### config.mk
export PLATFORM = sky130hd
export DESIGN_NAME = dly_reset_seq
export DESIGN_NICKNAME = d
export VERILOG_FILES = /design/src/rtl/dly_pkg.sv /design/src/rtl/dly_start_arb.sv /design/src/rtl/dly_phase_timer.sv /design/src/rtl/dly_status_flags.sv /design/src/rtl/dly_reset_seq.sv
export SDC_FILE = /design/constraint.sdc
export NUM_CORES = 1
export LEC_CHECK = 0
export ABC_AREA = 1
export BUFFER_PORTS_ARGS = -buffer_cell sky130_fd_sc_hd__buf_2
export CORE_UTILIZATION = 35
export CTS_CLUSTER_DIAMETER = 200
export DETAILED_ROUTE_END_ITERATION = 8
export PLACE_DENSITY = 0.59
export SYNTH_ARGS = -nofsm -noshare
export SYNTH_HDL_FRONTEND = slang
export SYNTH_HIERARCHICAL = 1
export SYNTH_SLANG_ARGS = --single-unit
### constraint.sdc
create_clock -name clk -period 2.2 [get_ports clk]
set_clock_uncertainty 0.05 [all_clocks]
set_input_delay 0.11 -clock clk [delete_from_list [all_inputs] [get_ports clk]]
set_output_delay 0.11 -clock clk [all_outputs]
set_load 0.01 [all_outputs]
### src/rtl/dly_pkg.sv
package dly_pkg;
  typedef enum logic [1:0] {
    PH_IDLE = 2'd0,
    PH_PRE  = 2'd1,
    PH_LOAD = 2'd2,
    PH_POST = 2'd3
  } phase_e;
endpackage

### src/rtl/dly_start_arb.sv
module dly_start_arb #(
  parameter int NUM_CH = 5
) (
  input  logic              clk,
  input  logic              rst_n,
  input  logic [NUM_CH-1:0] ch_done_i,
  input  logic              cpu_reload_i,
  input  logic              idle_i,
  output logic              start_o,
  output logic              norm_o
);
  logic all_done;
  logic done_q, done_d;
  logic rel_q, rel_d;
  logic norm_edge, cpu_edge;

  always_comb begin
    all_done  = &ch_done_i;
    norm_edge = all_done & ~done_q;
    cpu_edge  = cpu_reload_i & ~rel_q;
    done_d    = all_done;
    rel_d     = cpu_reload_i;
    start_o   = idle_i & (norm_edge | cpu_edge);
    norm_o    = idle_i & norm_edge;
  end

  always_ff @(posedge clk or negedge rst_n) begin
    if (!rst_n) begin
      done_q <= 1'b0;
      rel_q  <= 1'b0;
    end else begin
      done_q <= done_d;
      rel_q  <= rel_d;
    end
  end

  // a normal start needs every channel done
  assert_norm_all_done_R1: assert property (@(posedge clk) disable iff (!rst_n)
    norm_o |-> all_done);
  // nothing starts while a cycle runs
  assert_no_start_busy_R6: assert property (@(posedge clk) disable iff (!rst_n)
    !idle_i |-> !start_o);
endmodule

### src/rtl/dly_phase_timer.sv
module dly_phase_timer
  import dly_pkg::*;
#(
  parameter int PRE_LEN  = 16,
  parameter int LOAD_LEN = 20,
  parameter int POST_LEN = 28
) (
  input  logic clk,
  input  logic rst_n,
  input  logic start_i,
  input  logic norm_i,
  output logic idle_o,
  output logic gate_o,
  output logic load_o,
  output logic hold_o
);
  localparam int MAX_A    = (PRE_LEN > LOAD_LEN) ? PRE_LEN : LOAD_LEN;
  localparam int MAX_LEN  = (MAX_A > POST_LEN) ? MAX_A : POST_LEN;
  localparam int CW       = $clog2(MAX_LEN + 1);
  localparam int TOTAL    = PRE_LEN + LOAD_LEN + POST_LEN;
  localparam int GW       = $clog2(TOTAL + 1);

  phase_e        ph_q, ph_d;
  logic [CW-1:0] cnt_q, cnt_d;
  logic          hold_q, hold_d;
  logic          cnt_zero;

  always_comb begin
    ph_d     = ph_q;
    cnt_d    = cnt_q;
    hold_d   = hold_q;
    cnt_zero = (cnt_q == '0);
    unique case (ph_q)
      PH_IDLE: begin
        if (start_i) begin
          ph_d   = PH_PRE;
          cnt_d  = CW'(PRE_LEN - 1);
          hold_d = norm_i;
        end
      end
      PH_PRE: begin
        if (cnt_zero) begin
          ph_d  = PH_LOAD;
          cnt_d = CW'(LOAD_LEN - 1);
        end else begin
          cnt_d = cnt_q - 1'b1;
        end
      end
      PH_LOAD: begin
        if (cnt_zero) begin
          ph_d  = PH_POST;
          cnt_d = CW'(POST_LEN - 1);
        end else begin
          cnt_d = cnt_q - 1'b1;
        end
      end
      PH_POST: begin
        if (cnt_zero) begin
          ph_d   = PH_IDLE;
          hold_d = 1'b0;
        end else begin
          cnt_d = cnt_q - 1'b1;
        end
      end
      default: ph_d = PH_IDLE;
    endcase
  end

  always_ff @(posedge clk or negedge rst_n) begin
    if (!rst_n) begin
      ph_q   <= PH_IDLE;
      cnt_q  <= '0;
      hold_q <= 1'b0;
    end else begin
      ph_q   <= ph_d;
      cnt_q  <= cnt_d;
      hold_q <= hold_d;
    end
  end

  always_comb begin
    idle_o = (ph_q == PH_IDLE);
    gate_o = ~idle_o;
    load_o = (ph_q == PH_LOAD);
    hold_o = hold_q;
  end

  // checker-side window counter for the GATE length
  logic [GW-1:0] glen_q;
  always_ff @(posedge clk or negedge rst_n) begin
    if (!rst_n)      glen_q <= '0;
    else if (gate_o) glen_q <= glen_q + 1'b1;
    else             glen_q <= '0;
  end

  // GATE lasts exactly the sum of the phases
  assert_gate_len_R2: assert property (@(posedge clk) disable iff (!rst_n)
    $fell(gate_o) |-> (glen_q == GW'(TOTAL)));
  // LOAD nests inside GATE
  assert_load_in_gate_R3: assert property (@(posedge clk) disable iff (!rst_n)
    load_o |-> gate_o);
  // HOLD only inside GATE, steady through the cycle
  assert_hold_in_gate_R5: assert property (@(posedge clk) disable iff (!rst_n)
    hold_o |-> gate_o);
  assert_hold_steady_R5: assert property (@(posedge clk) disable iff (!rst_n)
    (gate_o && $past(gate_o)) |-> $stable(hold_o));
endmodule

### src/rtl/dly_status_flags.sv
module dly_status_flags (
  input  logic clk,
  input  logic rst_n,
  input  logic trig_i,
  input  logic latch_i,
  input  logic gate_i,
  input  logic flag_clr_i,
  output logic busy_o,
  output logic triggered_o,
  output logic overrun_o
);
  logic trg_q, trg_d;
  logic ovr_q, ovr_d;
  logic ovr_set;

  always_comb begin
    busy_o  = latch_i | gate_i;
    ovr_set = trig_i & busy_o;
    trg_d   = busy_o  | (trg_q & ~flag_clr_i);
    ovr_d   = ovr_set | (ovr_q & ~flag_clr_i);
  end

  always_ff @(posedge clk or negedge rst_n) begin
    if (!rst_n) begin
      trg_q <= 1'b0;
      ovr_q <= 1'b0;
    end else begin
      trg_q <= trg_d;
      ovr_q <= ovr_d;
    end
  end

  assign triggered_o = trg_q;
  assign overrun_o   = ovr_q;

  // busy is remembered
  assert_trig_sticky_R8: assert property (@(posedge clk) disable iff (!rst_n)
    busy_o |=> triggered_o);
  // trigger during busy flags an overrun
  assert_overrun_set_R9: assert property (@(posedge clk) disable iff (!rst_n)
    (trig_i && busy_o) |=> overrun_o);
  // a clear with no set event empties both flags
  assert_clear_R10: assert property (@(posedge clk) disable iff (!rst_n)
    (flag_clr_i && !busy_o) |=> (!triggered_o && !overrun_o));
endmodule

### src/rtl/dly_reset_seq.sv
module dly_reset_seq #(
  parameter int NUM_CH   = 5,
  parameter int PRE_LEN  = 16,
  parameter int LOAD_LEN = 20,
  parameter int POST_LEN = 28
) (
  input  logic              clk,
  input  logic              rst_n,
  input  logic              trig_i,
  input  logic              latch_i,
  input  logic [NUM_CH-1:0] ch_done_i,
  input  logic              cpu_reload_i,
  input  logic              flag_clr_i,
  output logic              gate_o,
  output logic              load_o,
  output logic              hold_o,
  output logic              busy_o,
  output logic              triggered_o,
  output logic              overrun_o
);
  logic idle;
  logic start;
  logic norm;

  dly_start_arb #(.NUM_CH(NUM_CH)) u_arb (
    .clk          (clk),
    .rst_n        (rst_n),
    .ch_done_i    (ch_done_i),
    .cpu_reload_i (cpu_reload_i),
    .idle_i       (idle),
    .start_o      (start),
    .norm_o       (norm)
  );

  dly_phase_timer #(
    .PRE_LEN  (PRE_LEN),
    .LOAD_LEN (LOAD_LEN),
    .POST_LEN (POST_LEN)
  ) u_timer (
    .clk     (clk),
    .rst_n   (rst_n),
    .start_i (start),
    .norm_i  (norm),
    .idle_o  (idle),
    .gate_o  (gate_o),
    .load_o  (load_o),
    .hold_o  (hold_o)
  );

  dly_status_flags u_flags (
    .clk         (clk),
    .rst_n       (rst_n),
    .trig_i      (trig_i),
    .latch_i     (latch_i),
    .gate_i      (gate_o),
    .flag_clr_i  (flag_clr_i),
    .busy_o      (busy_o),
    .triggered_o (triggered_o),
    .overrun_o   (overrun_o)
  );

  // an accepted start raises GATE on the next edge
  assert_start_gate_R4: assert property (@(posedge clk) disable iff (!rst_n)
    start |=> gate_o);
endmodule

### Yosys cells after proc, flatten, opt, wreduce, memory -nomap -nowiden

Index checks and enable logic that the tools add are counted.

* register bits after elaboration: 12
* input bits: 11
* output and inout bits: 6
* word-level logic and storage cells: 51

* add/subtract/negate cells: 1
* eq/ne operators: 8
* multiplexer cells: 13
* bitwise gates (word level): 15
* reduce and logical (&&, ||, !) cells: 7

Operators by type and width (count)
* 5-bit 2-to-1 mux: 4
* 5-bit one-hot mux with 4 select lines: 1
* 2-bit 2-to-1 mux: 4
* 2-bit one-hot mux with 4 select lines: 1
* 1-bit bitwise AND: 7
* 2-bit by 1-bit != test with 1-bit output (second input constant): 3
* 5-bit zero test: 1
* 5-bit AND reduction: 1
* 5-bit by 1-bit subtractor with 5-bit output (second input constant): 1
* 2-bit equality test (second input constant): 2
* 2-bit != test (second input constant): 2
* 1-bit NOT: 4
* 1-bit OR: 4
* 4-bit AND reduction: 1
* 3-bit AND reduction: 1
* 2-bit by 1-bit equality test with 1-bit output (second input constant): 1
* 2-bit zero test: 1
* 1-bit 2-to-1 mux: 2
* 1-bit one-hot mux with 2 select lines: 1
* 2-bit AND reduction: 1
* 2-bit nonzero test: 1

### Longest topological paths before layout

* word-level depth: 6
* depth in mapped cells: 12
* mapped depth without buffers: 12

### Hierarchy

The synthesis kept the hierarchy.

Modules (own cells, without submodules)
* dly_phase_timer: instances 1, cells each 89, area each 663.1 um^2, seq. area each 200.2 um^2
* dly_start_arb: instances 1, cells each 15, area each 115.1 um^2, seq. area each 50.0 um^2
* dly_status_flags: instances 1, cells each 10, area each 81.3 um^2, seq. area each 50.0 um^2

### Worst setup path before layout

No wires, ideal clock.

* kind: flip-flop to flip-flop
* start: register u_timer.ph_q[0]
* end: register u_timer.cnt_q[3]
* library setup time: 0.117 ns
* arrival: 1.397 ns
* data required time: 2.033 ns
* setup slack: 0.636 ns
* stages on the path, launching flop included: 12
* buffers on the path: 0
* period minus slack after synthesis: 1.564 ns
* path through: dfrtp_1 > inv_1 > ha_1 > inv_1 > nor2_2 > nand3_2 > nand2_1 > or2_4 > nand2_4 > inv_4 > nor2_1 > nor2_1

* word-level cells in the longest chain between the ends: 4
* elaborated cells on any way between the ends: 9
* those cells by class: 5 x eq/ne; 1 x mux; 1 x bitwise; 2 x reduce/logical

RTL lines
* from (decl): RTL line dly_phase_timer.sv:23 `phase_e ph_q, ph_d;`
* from (signal assigned): RTL line dly_phase_timer.sv:75 `ph_q <= ph_d;`
* 2-bit zero test: RTL line dly_phase_timer.sv:82 `idle_o = (ph_q == PH_IDLE);`
* named net idle: RTL line dly_reset_seq.sv:21 `logic idle;`
* 1-bit bitwise AND: RTL line dly_start_arb.sv:23 `start_o = idle_i & (norm_edge | cpu_edge);`
* named net start: RTL line dly_reset_seq.sv:22 `logic start;`
* 2-bit != test (no source line)
* 2-bit AND reduction (no source line)
* to (signal assigned): RTL line dly_phase_timer.sv:76 `cnt_q <= cnt_d;`
* to (decl): RTL line dly_phase_timer.sv:24 `logic [CW-1:0] cnt_q, cnt_d;`

The timed path passes the listed nets, and every way through them passes these cells.
A chain may end at the register's enable or synchronous reset.

### Final worst setup path

* start: register u_timer.ph_q[1]
* end: register u_flags.ovr_q (netlist: u_flags/overrun_o)

* word-level cells in the longest chain between the ends: 5

RTL lines
* 2-bit zero test: RTL line dly_phase_timer.sv:82
* named net idle: RTL line dly_reset_seq.sv:21
* 1-bit NOT: RTL line dly_phase_timer.sv:83 `gate_o = ~idle_o;`
* 1-bit OR: RTL line dly_status_flags.sv:17 `busy_o = latch_i | gate_i;`
* 1-bit bitwise AND: RTL line dly_status_flags.sv:18 `ovr_set = trig_i & busy_o;`
* 1-bit OR: RTL line dly_status_flags.sv:20 `ovr_d = ovr_set | (ovr_q & ~flag_clr_i);`
* named net u_flags.ovr_d: RTL line dly_status_flags.sv:13 `logic ovr_q, ovr_d;`
* to (signal assigned): RTL line dly_status_flags.sv:29 `ovr_q <= ovr_d;`
* to (decl): RTL line dly_status_flags.sv:13

The timed path passes the listed nets, and every way through them passes these cells.

==> reports/metrics.yaml <==
status: "finished clean"
vias_per_cell: 4.58
rsz0062_at_grt: "no"
drive_above_1_share_pct: 29.5
syn_avg_cell_area_um2: 7.54
netlist_top_cells_count: "nand2_1, inv_1, dfrtp_1, nor2_1, o21ai_1"
grt_pass1_wl_mm: 2.88
h-tree-depth: 1
dp_hpwl_mm: 1.31
final_cell_area_um2: 1060
final_util_pct: 47.1
track_usage_pct: 15.2
worst_pin_slew_ns: 0.266
start_util_pct: 38.1
fin_setup_tns_ns: 0
cts_root_buf: "clkbuf_4"
synth_edf_count: 0
hold_viol_final: 0
yosys_warnings: 6
rows: 17
finalSetupViolations: 0
synthesis.area_um2: 860
coreArea_um2: 2250
routed_wl_mm: 1.64
max_stage_delay_ns: 0.55
required_ns: 2.32
crit_chain: "inv_1 -> ha_1 -> inv_2 -> o21ai_1 -> dlygate4sd3_1 -> nand2_1"
fin_crit_sh_pct: 81.0
avgRoutedWirePerCell_um: 9.84
nets: 156
critPathLaunchType: "flip-flop"
period_needed_ns: 1.78
fin_ws_ns: 0.419
io_pins: 17
drc: 0
synth_top_flop_cell: "dfrtp_1"
cts_sinks: 12
dp_slack_ns: 0.518
cts_tree: "done"
p_total_mw: 1.43
detail-route-antenna-nets: 0
fp.dieW_um: 51.6
r2r_slack_ns: 0.42
ys_types: 21
async_flop_share_pct: 100
clockBufferDepth: 2
clk_pin_slew_ns: 0.08
drtPass1Iterations: 4
ys_seq_elements: 12
hold_path_class: "in -> reg"
placed_area_um2: 975
cp-end-kind: "flip-flop"
antenna_found_initial: 0
drt_iter0_drc: 12
grt_max_degree: 13
netlist_instances: 114
slew_viol_final: 0
cts-resized-gates: 0
port_buffers: 16
ys_top_cells_by_area: "dfrtp_1, nand2_1, inv_1, ha_1, o21ai_1"
via_count: 765
relSlewSlack_pct: 82.3
cp_num_buf_inv: 3
hold_buffers: 5
path_class: "reg -> reg"
ys_seq_area_share_pct: 34.9
antenna_cells: 0
grt_pass1_vias: 729
clk-insertion-delay-late_ns: 0.27
p_per_area_nw_per_um2: 1350
area_growth_pct: 23.4
die_area_um2: 2660
synth_top_cell_by_area: "dfrtp_1"
fp.dieH_um: 51.6
yosysMostFrequentCell: "nand2_1"
place.gp.congestion: 0.771
synth.net_count: 130
yosysTopAreaCellShare_pct: 34.9
cp_data_arrival_time_ns: 1.90
crit_slowest_cell: "dlygate4sd3_1"
gr-total-overflow: 0
cts_setup_buffers: 0
drv_cap: 0
cpLargestDelayFamily: "buffers and inverters"
leakage_nw: 0.590
cts_buffers: 3
fmax_ghz: 0.561
cp_max_fo: 9
peakVddDrop_mv: 0.671
final cells by class:
| cell class | count | area (um2) |
|---|---|---|
| Tap cell | 28 | 35.0 |
| Clock buffer | 4 | 36.3 |
| Multi-Input combinational cell | 78 | 464 |
| Fill cell | 253 | 1190 |
| Inverter | 24 | 95.1 |
| Sequential cell | 12 | 300 |
| Timing Repair Buffer | 21 | 130 |
layout by cell type, fill, tap and decap left out:
cell type      synthesis  routed
dfrtp_1               12      12
clkbuf_8               0       1
inv_2                  2       2
nor2_1                10      10
a21oi_1                1       1
dlygate4sd3_1          0       5
inv_1                 20      20
ha_1                   5       5
nand2_2                2       2
inv_4                  2       2
buf_2                  0      16
nand2_1               29      29
nor2_2                 6       6
nand3b_1               2       2
nand3_2                1       1
clkbuf_4               0       3
or2_4                  1       1
xor2_1                 1       1
nand3_4                1       1
nand3_1                4       4
nand4_4                1       1
o21ai_2                1       1
nand2_4                3       3
o21ai_1                9       9
nor2_4                 1       1
state kept, by name (all words and copies together), names as in the netlist:
signal and flops:
u_timer/cnt_q 5, u_timer/ph_q 2, u_arb/done_q 1, u_arb/rel_q 1, u_flags/overrun_o 1, u_flags/triggered_o 1
u_timer/hold_o 1
cells by family (layout without fill, tap and decap cells):
logic type | Yosys count | count (layout) | synth area share (%)
AO/OA/AOI/OAI | 11 | 11 | 6.84
XOR/XNOR | 1 | 1 | 1.02
adder cells (fa/ha/maj) | 5 | 5 | 7.28
buffers and inverters | 24 | 49 | 11.1
flip-flops | 12 | 12 | 34.9
AND/OR/NAND/NOR | 61 | 61 | 38.9
per-layer routing:
layer	GRT usage, %	vias up	wire (um)
li1	-	397	-
met1	17.1	350	770
met2	25.1	16	801
met3	4.39	2	56
met4	9.46	0	16
met5	0	-	0
stage by stage:
| step | cells | hold slack [ns] |
|---|---|---|
| final | 167 | 0.0289 |
| after global routing | 167 | 0.0203 |
| after CTS | 167 | 0.0116 |
| after detailed placement | 158 | -0.0491 |
| after global placement | 158 | -0.0501 |
| after floorplan | 114 | -0.236 |
tightest hold or removal path: stages:
cell and delay (ns):
buf_2 0.11, nand3_1 0.06, nor2_1 0.04
report_power, final:
part	switching [mW]	internal [mW]	total (mW)
sequential	0.0781	0.298	0.376
combinational	0.549	0.333	0.882
clock	0.0732	0.100	0.174
total	0.701	0.731	1.43
path summary, 6_finish.rpt:
check,startpoint,endpoint,depth (start not counted)
worst max register to register,u_timer/ph_q[1],u_flags/overrun_o,6
max in group asynchronous,rst_n,u_timer/cnt_q[0],2
min in group asynchronous,rst_n,u_timer/ph_q[0],2
worst min register to register,u_flags/triggered_o,u_flags/triggered_o,2
worst max-delay path,u_timer/ph_q[1],u_flags/overrun_o,6
worst min-delay path,ch_done_i[0],u_arb/done_q,3
Power figures use the tool's default switching activity.
